--- src/rtl/pio_timer_pkg.sv ---
package pio_timer_pkg;

  localparam int CNT_W  = 8;
  localparam int NMODES = 5;

  typedef enum logic [1:0] {PH_IDLE, PH_SETUP, PH_ACTIVE, PH_RECOVER} phase_e;

  typedef struct packed {
    logic [CNT_W-1:0] setup;
    logic [CNT_W-1:0] active;
    logic [CNT_W-1:0] recover;
  } phase_cnt_t;

  // Address-to-strobe lead per mode, in ns
  function automatic int lead_ns(input int m);
    case (m)
      0: return 70;
      1: return 50;
      2: return 30;
      3: return 30;
      default: return 25;
    endcase
  endfunction

  // Strobe low time per mode, in ns
  function automatic int pulse_ns(input int m);
    case (m)
      0: return 165;
      1: return 125;
      2: return 100;
      3: return 80;
      default: return 70;
    endcase
  endfunction

  // Minimum whole-cycle time per mode, in ns
  function automatic int period_ns(input int m);
    case (m)
      0: return 600;
      1: return 383;
      2: return 240;
      3: return 180;
      default: return 120;
    endcase
  endfunction

  function automatic int ceil_clocks(input int ns, input int clk_ps);
    return (ns * 1000 + clk_ps - 1) / clk_ps;
  endfunction

  function automatic phase_cnt_t mode_counts(input int m, input int clk_ps);
    int s, a, c, r;
    phase_cnt_t res;
    s = ceil_clocks(lead_ns(m), clk_ps);
    a = ceil_clocks(pulse_ns(m), clk_ps);
    c = ceil_clocks(period_ns(m), clk_ps);
    if (s < 1) s = 1;
    if (a < 1) a = 1;
    r = c - s - a;
    if (r < 1) r = 1;
    res.setup   = CNT_W'(s);
    res.active  = CNT_W'(a);
    res.recover = CNT_W'(r);
    return res;
  endfunction

endpackage

--- src/rtl/pio_mode_table.sv ---
module pio_mode_table
  import pio_timer_pkg::*;
#(
  parameter int CLK_PS = 5000
) (
  input  logic [2:0] mode_i,
  output phase_cnt_t counts_o
);
  localparam int LAST = NMODES - 1;

  phase_cnt_t table_q [NMODES];

  for (genvar m = 0; m < NMODES; m++) begin : g_entry
    assign table_q[m] = mode_counts(m, CLK_PS);
  end

  logic [2:0] sel;
  always_comb begin
    sel = (int'(mode_i) > LAST) ? 3'(LAST) : mode_i;
    counts_o = table_q[sel];
  end
endmodule

--- src/rtl/pio_ready_sync.sv ---
module pio_ready_sync #(
  parameter int STAGES = 2
) (
  input  logic clk,
  input  logic rst_n,
  input  logic async_i,
  output logic sync_o
);
  logic [STAGES-1:0] chain_q;

  for (genvar i = 0; i < STAGES; i++) begin : g_stage
    if (i == 0) begin : g_first
      always_ff @(posedge clk or negedge rst_n)
        if (!rst_n) chain_q[i] <= 1'b0;
        else        chain_q[i] <= async_i;
    end else begin : g_next
      always_ff @(posedge clk or negedge rst_n)
        if (!rst_n) chain_q[i] <= 1'b0;
        else        chain_q[i] <= chain_q[i-1];
    end
  end

  assign sync_o = chain_q[STAGES-1];
endmodule

--- src/rtl/pio_phase_fsm.sv ---
module pio_phase_fsm
  import pio_timer_pkg::*;
#(
  parameter int TIMEOUT = 1024
) (
  input  logic       clk,
  input  logic       rst_n,
  input  logic       start_i,
  input  logic       use_ready_i,
  input  logic       dev_ready_i,
  input  phase_cnt_t counts_i,
  output phase_e     phase_o,
  output logic       capture_o,
  output logic       finish_o,
  output logic       timeout_o
);
  localparam int EXT_W = $clog2(TIMEOUT + 1);

  phase_e           phase_q;
  logic [CNT_W-1:0] cnt_q;
  logic [EXT_W-1:0] ext_q;

  logic base_end, stall, active_end, recover_end;

  always_comb begin
    base_end    = (phase_q == PH_ACTIVE) && (cnt_q == '0);
    stall       = base_end && use_ready_i && !dev_ready_i && (ext_q != EXT_W'(TIMEOUT));
    active_end  = base_end && !stall;
    recover_end = (phase_q == PH_RECOVER) && (cnt_q == '0);
  end

  always_ff @(posedge clk or negedge rst_n) begin
    if (!rst_n) begin
      phase_q <= PH_IDLE;
      cnt_q   <= '0;
      ext_q   <= '0;
    end else begin
      case (phase_q)
        PH_IDLE: if (start_i) begin
          phase_q <= PH_SETUP;
          cnt_q   <= counts_i.setup - 1'b1;
        end
        PH_SETUP: if (cnt_q == '0) begin
          phase_q <= PH_ACTIVE;
          cnt_q   <= counts_i.active - 1'b1;
          ext_q   <= '0;
        end else cnt_q <= cnt_q - 1'b1;
        PH_ACTIVE: if (cnt_q != '0) cnt_q <= cnt_q - 1'b1;
          else if (stall) ext_q <= ext_q + 1'b1;
          else begin
            phase_q <= PH_RECOVER;
            cnt_q   <= counts_i.recover - 1'b1;
          end
        default: if (recover_end) phase_q <= PH_IDLE;
          else cnt_q <= cnt_q - 1'b1;
      endcase
    end
  end

  assign phase_o   = phase_q;
  assign capture_o = active_end;
  assign finish_o  = recover_end;
  assign timeout_o = active_end && use_ready_i && !dev_ready_i;


  ext_bound_chk: assert property (@(posedge clk) disable iff (!rst_n)
    (phase_q == PH_ACTIVE && ext_q == EXT_W'(TIMEOUT)) |=> (phase_q == PH_RECOVER));

  no_stall_slow_chk: assert property (@(posedge clk) disable iff (!rst_n)
    (base_end && !use_ready_i) |=> (phase_q == PH_RECOVER));
endmodule

--- src/rtl/pio_cycle_timer.sv ---
module pio_cycle_timer
  import pio_timer_pkg::*;
#(
  parameter int CLK_PS      = 5000,
  parameter int TIMEOUT     = 1024,
  parameter int SYNC_STAGES = 2
) (
  input  logic        clk,
  input  logic        rst_n,
  input  logic [2:0]  mode_i,
  input  logic        req_valid_i,
  input  logic        req_write_i,
  input  logic [3:0]  req_addr_i,
  input  logic [15:0] req_wdata_i,
  output logic        ready_o,
  output logic        done_o,
  output logic [15:0] rdata_o,
  output logic        timeout_err_o,
  output logic        cs0_n_o,
  output logic        cs1_n_o,
  output logic [2:0]  da_o,
  output logic        dior_n_o,
  output logic        diow_n_o,
  output logic [15:0] dd_o,
  output logic        dd_oe_o,
  input  logic [15:0] dd_i,
  input  logic        iordy_i
);
  localparam int READY_MODE = 3;

  phase_e     phase;
  phase_cnt_t counts;
  logic [2:0] mode_q, tbl_mode;
  logic       wr_q;
  logic [3:0] addr_q;
  logic [15:0] wdata_q;
  logic       accept, use_ready, dev_ready;
  logic       capture, finish, timeout_hit;
  logic       cycle_live, strobe_on;

  assign accept    = req_valid_i && (phase == PH_IDLE);
  assign tbl_mode  = (phase == PH_IDLE) ? mode_i : mode_q;
  assign use_ready = (int'(mode_q) >= READY_MODE);

  pio_mode_table #(.CLK_PS(CLK_PS)) u_table (
    .mode_i   (tbl_mode),
    .counts_o (counts)
  );

  pio_ready_sync #(.STAGES(SYNC_STAGES)) u_sync (
    .clk     (clk),
    .rst_n   (rst_n),
    .async_i (iordy_i),
    .sync_o  (dev_ready)
  );

  pio_phase_fsm #(.TIMEOUT(TIMEOUT)) u_fsm (
    .clk         (clk),
    .rst_n       (rst_n),
    .start_i     (accept),
    .use_ready_i (use_ready),
    .dev_ready_i (dev_ready),
    .counts_i    (counts),
    .phase_o     (phase),
    .capture_o   (capture),
    .finish_o    (finish),
    .timeout_o   (timeout_hit)
  );

  always_ff @(posedge clk or negedge rst_n) begin
    if (!rst_n) begin
      mode_q        <= '0;
      wr_q          <= 1'b0;
      addr_q        <= '0;
      wdata_q       <= '0;
      rdata_o       <= '0;
      done_o        <= 1'b0;
      timeout_err_o <= 1'b0;
    end else begin
      done_o <= finish;
      if (accept) begin
        mode_q        <= mode_i;
        wr_q          <= req_write_i;
        addr_q        <= req_addr_i;
        wdata_q       <= req_wdata_i;
        timeout_err_o <= 1'b0;
      end else if (timeout_hit) begin
        timeout_err_o <= 1'b1;
      end
      if (capture && !wr_q) rdata_o <= dd_i;
    end
  end

  assign cycle_live = (phase != PH_IDLE);
  assign ready_o    = !cycle_live;
  assign cs0_n_o    = !(cycle_live && !addr_q[3]);
  assign cs1_n_o    = !(cycle_live && addr_q[3]);
  assign da_o       = addr_q[2:0];
  assign dior_n_o   = !(phase == PH_ACTIVE && !wr_q);
  assign diow_n_o   = !(phase == PH_ACTIVE && wr_q);
  assign dd_o       = wdata_q;
  assign dd_oe_o    = cycle_live && wr_q;
  assign strobe_on  = !dior_n_o || !diow_n_o;


  cs_lead_chk: assert property (@(posedge clk) disable iff (!rst_n)
    $rose(strobe_on) |-> $past(!cs0_n_o || !cs1_n_o));

  done_pulse_chk: assert property (@(posedge clk) disable iff (!rst_n)
    done_o |=> !done_o);

  busy_hold_chk: assert property (@(posedge clk) disable iff (!rst_n)
    !ready_o |=> $stable(addr_q) && $stable(wr_q));

  oe_in_cycle_chk: assert property (@(posedge clk) disable iff (!rst_n)
    dd_oe_o |-> !ready_o);

  timeout_cause_chk: assert property (@(posedge clk) disable iff (!rst_n)
    $rose(timeout_err_o) |-> $past(strobe_on) && $past(use_ready));

  strobe_excl_chk: assert property (@(posedge clk) disable iff (!rst_n)
    $onehot0({~dior_n_o, ~diow_n_o}));
endmodule

--- config.mk ---
export PLATFORM = sky130hd
export DESIGN_NAME = pio_cycle_timer
export DESIGN_NICKNAME = d
export VERILOG_FILES = /design/src/rtl/pio_timer_pkg.sv /design/src/rtl/pio_mode_table.sv /design/src/rtl/pio_ready_sync.sv /design/src/rtl/pio_phase_fsm.sv /design/src/rtl/pio_cycle_timer.sv
export SDC_FILE = /design/constraint.sdc
export NUM_CORES = 1
export LEC_CHECK = 0
export BUFFER_PORTS_ARGS = -buffer_cell sky130_fd_sc_hd__buf_4
export CAP_MARGIN = 20
export CORE_MARGIN = 2
export CORE_UTILIZATION = 53
export CTS_CLUSTER_DIAMETER = 50
export CTS_CLUSTER_SIZE = 25
export DETAILED_ROUTE_END_ITERATION = 6
export GPL_ROUTABILITY_DRIVEN = 0
export PLACE_DENSITY_LB_ADDON = 0.25
export SLEW_MARGIN = 20
export SYNTH_ARGS = -nofsm -noshare
export SYNTH_HDL_FRONTEND = slang
export SYNTH_SLANG_ARGS = --single-unit
--- constraint.sdc ---
create_clock -name clk -period 3.2 [get_ports clk]
set_input_delay 0.32 -clock clk [delete_from_list [all_inputs] [get_ports clk]]
set_output_delay 0.32 -clock clk [all_outputs]
set_load 0.02 [all_outputs]
* Word level (Yosys, flattened, before mapping)
Memories as Yosys holds them, arrays and structs flattened.
Index checks and enable logic that the tools add are counted.
** Cells by class
- Equality and inequality tests :: 11
- Muxes and demuxes :: 22
- Reduce and logical (&&, ||, !) cells :: 34
- $add $sub $neg :: 5
- Magnitude comparators :: 3
- Bitwise gates (word level) :: 1
** Operator list (number)
- 2-to-1 mux 24 bit :: 2
- 2-to-1 mux 8 bit :: 5
- 2-to-1 mux 11 bit :: 3
- subtractor 8 x 1 -> 8 bit (second input constant) :: 4
- case mux 8 bit (3 select lines) :: 1
- case mux 11 bit (2 select lines) :: 1
- logical AND 1 bit :: 15
- adder 11 x 1 -> 11 bit (second input constant) :: 1
- != test 11 bit (second input constant) :: 1
- 2-to-1 mux 2 bit :: 5
- logical NOT 1 bit :: 9
- logical NOT 8 bit :: 1
- nonzero test 8 bit :: 1
- 2-to-1 mux 3 bit :: 2
- != test 2 bit (second input constant) :: 3
- case mux 2 bit (3 select lines) :: 1
- nonzero test 2 bit :: 3
- AND reduction 5 bit :: 1
- == test 2 bit (second input constant) :: 2
- >= comparator 4 bit (second input constant) :: 1
- != test 2 x 1 -> 1 bit (second input constant) :: 2
- != test 4 x 1 -> 1 bit (second input constant) :: 1
- NOT 3 -> 4 bit :: 1
- AND reduction 4 bit :: 1
- other kinds (8) :: 9
** Word-level totals
- ROM bits :: 192
- Flip-flop bits (word level) :: 65
- Output and inout port bits :: 43
- Memories :: 1
- Logic and storage cells :: 89
** Memory list
- (no name shown) :: words 8, bits a word 24, rd ports 1, clocked after Yosys merged registers in 0, write ports 0, line pio_mode_table.sv:20 : counts_o = table_q[sel];

* Longest topological paths before layout
- Depth after elaboration :: 12
- Gate-level depth with buffers :: 11
- Mapped depth without buffers :: 11

* Modules after synthesis
Synthesis repeated with hierarchy kept, for this count alone.
** Second synthesis, totals
- Cells, all modules :: 361
- Area total of the unflattened synthesis :: 3739.8 um^2
** By module, submodules not included
- pio_phase_fsm :: instances 1, area an instance 1859.3 um^2, cells an instance 227
- pio_cycle_timer :: instances 1, area an instance 1667.8 um^2, cells an instance 103
- pio_mode_table :: instances 1, area an instance 162.7 um^2, cells an instance 29
- pio_ready_sync :: instances 1, area an instance 50.0 um^2, cells an instance 2

* Worst setup path before layout
Ideal clock, no wire load.
- Path type :: reg2reg
- From :: register u_fsm.phase_q[0], in the netlist u_fsm.phase_o[0]
- To :: register u_fsm.cnt_q[1]
- Data required time :: 3117 ps
- Cell stages (with the launch flop) :: 11
- Library setup time :: 83 ps
- Setup slack :: 910 ps
- Data arrival time :: 2207 ps
- Period minus slack after synthesis :: 2290 ps
- Cells stage by stage :: dfrtp_1 inv_1 ha_1 nor2b_1 a22o_1 nor2_1 ha_1 a2bb2oi_1 o32ai_1 nand2_1 o21ai_0
** On the way
- Cells in the longest elaborated chain, start to end :: 12
- Elaborated cells between the ends (all ways) :: 29
- Those cells by class :: 3 x add/sub; 1 x order compare; 6 x eq/ne; 9 x mux; 1 x bitwise; 8 x reduce/logical; 1 x memory
** RTL lines
- start: declaration :: line pio_phase_fsm.sv:19 : phase_e phase_q;
- start signal: assignment :: line pio_phase_fsm.sv:34 : phase_q <= PH_IDLE;
- start signal: assignment :: line pio_phase_fsm.sv:40 : phase_q <= PH_SETUP;
- start signal: assignment :: line pio_phase_fsm.sv:44 : phase_q <= PH_ACTIVE;
- logical NOT 2 bit :: line pio_phase_fsm.sv:38, pio_cycle_timer.sv:41, pio_cycle_timer.sv:42
- 2-to-1 mux 3 bit :: line pio_cycle_timer.sv:42 : assign tbl_mode = (phase == PH_IDLE) ? mode_i : mode_q;
- > comparator 3 bit :: line pio_mode_table.sv:19 : sel = (int'(mode_i) > LAST) ? 3'(LAST) : mode_i;
- 2-to-1 mux 3 bit :: line pio_mode_table.sv:19
- NOT 3 -> 4 bit (implied by the code) :: line pio_mode_table.sv:20
- memory (8 x 24 bit)
- 2-to-1 mux 24 bit (implied by the code) (2 in series) :: line pio_mode_table.sv:20
- subtractor 8 x 1 -> 8 bit :: line pio_phase_fsm.sv:52 : cnt_q <= counts_i.recover - 1'b1;
- 2-to-1 mux 8 bit :: line pio_phase_fsm.sv:49 : else if (stall) ext_q <= ext_q + 1'b1;
- 2-to-1 mux 8 bit :: line pio_phase_fsm.sv:48 : PH_ACTIVE: if (cnt_q != '0) cnt_q <= cnt_q - 1'b1;
- case mux 8 bit (3 select lines) :: line pio_phase_fsm.sv:38 : case (phase_q)
- end signal: assignment :: line pio_phase_fsm.sv:41 : cnt_q <= counts_i.setup - 1'b1;
- end signal: assignment :: line pio_phase_fsm.sv:48
- end signal: assignment :: line pio_phase_fsm.sv:52
- end: declaration :: line pio_phase_fsm.sv:20 : logic [CNT_W-1:0] cnt_q;
Parallel ways exist; a longest one is shown, timed or not. The select of a mux whose other input is x is not followed.
A chain may end at the register's enable or synchronous reset.

* Final worst setup path
- From :: register u_fsm.phase_q[0], in the netlist u_fsm.phase_o[0]
- To :: register rdata_o[2]
** On the way
- Cells in the longest elaborated chain, start to end :: 8
** RTL lines
- == test 2 bit (*) :: line pio_phase_fsm.sv:26 : base_end = (phase_q == PH_ACTIVE) && (cnt_q == '0);
- logical AND 1 bit (*) :: line pio_phase_fsm.sv:26
- logical AND 1 bit (3 in series) :: line pio_phase_fsm.sv:27 : stall = base_end && use_ready_i && !dev_ready_i && (ext_q != EXT_W'(TIMEOUT));
- logical NOT 1 bit :: line pio_phase_fsm.sv:28 : active_end = base_end && !stall;
- logical AND 1 bit (*) :: line pio_phase_fsm.sv:28
- logical AND 1 bit (*) :: line pio_cycle_timer.sv:90 : if (capture && !wr_q) rdata_o <= dd_i;
- end signal: assignment :: line pio_cycle_timer.sv:90
- end: declaration :: line pio_cycle_timer.sv:17 : output logic [15:0] rdata_o,
Every way passes the cells marked *; elsewhere a longest branch is shown, timed or not.

==> impl_metrics.json <==
{
  "vias_per_cell": 5.51,
  "synth_area_per_cell_um2": 11.3,
  "multi_input_area_um2": 1520,
  "clk_path_buf_depth": 2,
  "cp_cell_sequence": "inv_1 -> ha_1 -> buf_4 -> inv_1 -> or3_1 -> nor3_2 -> nor3_4 -> buf_4 -> mux2_1",
  "crit_required_ps": 3420,
  "cts_buffers": 9,
  "antenna_found_initial": 0,
  "chipWidth_um": 82.3,
  "hold_violations": 0,
  "grt_remaining_overflow": 0,
  "max_stage_delay_ps": 480,
  "worst_slew_pin_slew_ps": 792,
  "grt_pass1_wl_um": 11800,
  "rows": 28,
  "synth_cell_type_count": 49,
  "rsz0062_at_grt": "false",
  "slowest_stage": "or3_1",
  "fin_crit_ps": 2610,
  "stdcell_count": 457,
  "yosys-top-cells-area": "dfrtp_1 (50%), mux2_2 (8.0%), mux2_1 (5.5%), ha_1 (3.5%), o21ai_0 (3.1%)",
  "path_clk_slew_ps": 70,
  "drive_above_1_share_pct": 36.6,
  "cp-start-kind": "flip-flop",
  "leakage_nw": 2.01,
  "post-dp-hpwl_um": 5340,
  "synthToLayoutAreaGrowth_pct": 29.3,
  "synthesis.area_um2": 3250,
  "arrival_ps": 2830,
  "dp_cells": 441,
  "crit_buf_inv": 4,
  "start_util_pct": 54.9,
  "cts_resized": 0,
  "irDropWorstVdd_mv": 0.657,
  "synth_edf_count": 0,
  "async_reset_ff_share_pct": 100,
  "yosys.area.top_type": "dfrtp_1",
  "status": "completed",
  "synthCells": 288,
  "finClkSkew_ps": 11.5,
  "dr.pass1.iters": 4,
  "clk_latency_ps": 350,
  "ys_ff_latch": 65,
  "post_dp_cell_area_um2": 3960,
  "wirelength_um": 7490,
  "cts_tree": "built",
  "final_nets": 430,
  "grt_use_total_pct": 23.6,
  "cp_top_family": "simple AND/OR/NAND/NOR gates",
  "vias": 2517,
  "grt_pass1_vias": 2488,
  "slew_headroom_pct": 47.2,
  "postRouteAntennaNets": 0,
  "insertedDiodeCount": 0,
  "setup_viol": 0,
  "syn-num-nets": 341,
  "finalSetupTns_ps": 0,
  "post-route-period-util_pct": 81.6,
  "fmax_ghz": 0.383,
  "slew_violations": 0,
  "core_area_um2": 5920,
  "crit_fanout": 16,
  "cts_max_level": 3,
  "grt_max_degree": 66,
  "numPortBuffers": 86,
  "pin_count": 87,
  "ff_latch_area_um2": 1630,
  "crit_type": "reg -> reg",
  "fill_cells": 436,
  "ys_seq_area_share_pct": 50.1,
  "cts_hold_buf": 0,
  "die_area_um2": 6770,
  "root_buffer": "clkbuf_8",
  "drcViolationCount": 0,
  "hold_ws_ps": 64.8,
  "final_area_um2": 4200,
  "ys.flop_type": "dfrtp_1",
  "worst_setup_path_end_kind": "flip-flop",
  "post-cts-setup-buffer-count": 0,
  "ys_warn_count": 0,
  "drv_cap": 0,
  "min_path_type": "in -> async",
  "power.density_nw_per_um2": 1040,
  "wl_per_cell_um": 16.4,
  "die_y_um": 82.3,
  "clock_sink_count": 65,
  "dr.first_iter.drc_count": 166,
  "synth_top_area_share_pct": 50.1
}
cell type report:
cell class	instances	share of cell area, %
sequential	65	38.7
multi-input combinational	200	36.2
timing repair buffer	90	16.1
clock buffer	10	3.04
clock inverter	6	2.74
tap	75	2.23
inverter	11	0.983
flip-flops by register name, indices dropped and copies added (netlist names):
register	count
addr_q	4
dd_o	16
done_o	1
mode_q	3
rdata_o	16
timeout_err_o	1
u_fsm.cnt_q	8
u_fsm.ext_q	11
u_fsm.phase_o	2
u_sync.chain_q	1
u_sync.sync_o	1
wr_q	1
power by group:
group	total (mW)	switching [mW]	internal [mW]
clock	0.861	0.339	0.522
combinational	2.19	1.24	0.951
sequential	1.33	0.209	1.12
cells in the mapped netlist (2+ instances only):
master	instances
a211o_1	2
a211oi_2	2
a21oi_1	11
a22o_1	5
a311oi_1	2
and3_1	6
buf_4	4
clkbuf_1	8
dfrtp_1	65
ha_1	9
inv_1	11
mux2_1	16
mux2_2	23
mux2i_1	3
nand2_1	13
nand2b_1	3
nand3_1	6
nand4_1	5
nor2_1	18
nor2b_1	5
nor3_1	7
nor3_2	2
nor4_1	4
o21ai_0	20
o21ai_1	3
or2_2	3
or3_1	4
xor2_1	7
layout by cell type, fill, tap and decap left out, types with 5 or more instances in the layout:
cell type | synthesis | routed
buf_4 | 4 | 90
dfrtp_1 | 65 | 65
mux2_2 | 23 | 23
o21ai_0 | 20 | 20
nor2_1 | 18 | 18
mux2_1 | 16 | 16
nand2_1 | 13 | 13
inv_1 | 11 | 11
a21oi_1 | 11 | 11
ha_1 | 9 | 9
clkbuf_8 | 0 | 9
xor2_1 | 7 | 7
nor3_1 | 7 | 7
and3_1 | 6 | 6
nand3_1 | 6 | 6
nor2b_1 | 5 | 5
a22o_1 | 5 | 5
nand4_1 | 5 | 5
cells by family (layout without fill, tap and decap cells):
group                      count (synthesis)  after routing  share of synthesized area (%)
muxes                                     42             42                           14.4
buffers and inverters                     23            117                           3.12
adders and majority gates                  9              9                           3.47
AOI/OAI and AO/OA                         57             57                           12.0
and+or+nand+nor                           85             85                           15.0
DFF                                       65             65                           50.1
xor gates and xnor gates                   7              7                           1.89
per-layer routing:
| layer | share of wire (%) | wire [um] | vias up | GRT usage [%] |
|---|---|---|---|---|
| met5 | 0 | 0 | - | 0 |
| met4 | 1.4 | 104 | 0 | 10.0 |
| met3 | 6.9 | 517 | 11 | 6.41 |
| met2 | 50 | 3730 | 78 | 37.3 |
| met1 | 42 | 3150 | 1211 | 30.5 |
| li1 | - | - | 1217 | - |
path summary, 6_finish.rpt:
check,startpoint,end,slack (ps),cells past startpoint
hold / removal,rst_n,u_fsm.cnt_q[2],60,1
max in group asynchronous,rst_n,dd_o[9],2630,1
min in group clk,iordy_i,u_sync.chain_q[0],80,1
setup / recovery,u_fsm.phase_o[0],rdata_o[2],590,9
setup reg to reg,u_fsm.phase_o[0],rdata_o[2],590,9
hold reg to reg,u_sync.chain_q[0],u_sync.sync_o,360,0
per-stage QoR:
stage	util [%]	setup WS, ps	power, mW
5_1_grt	70.9	326	4.64
3_5_place_dp	66.8	612	3.51
2_1_floorplan	-	910	2.78
4_1_cts	70.9	601	4.38
6_report	70.9	590	4.38
3_3_place_gp	66.8	714	3.45
No activity file was read; power rests on OpenSTA's default activity.
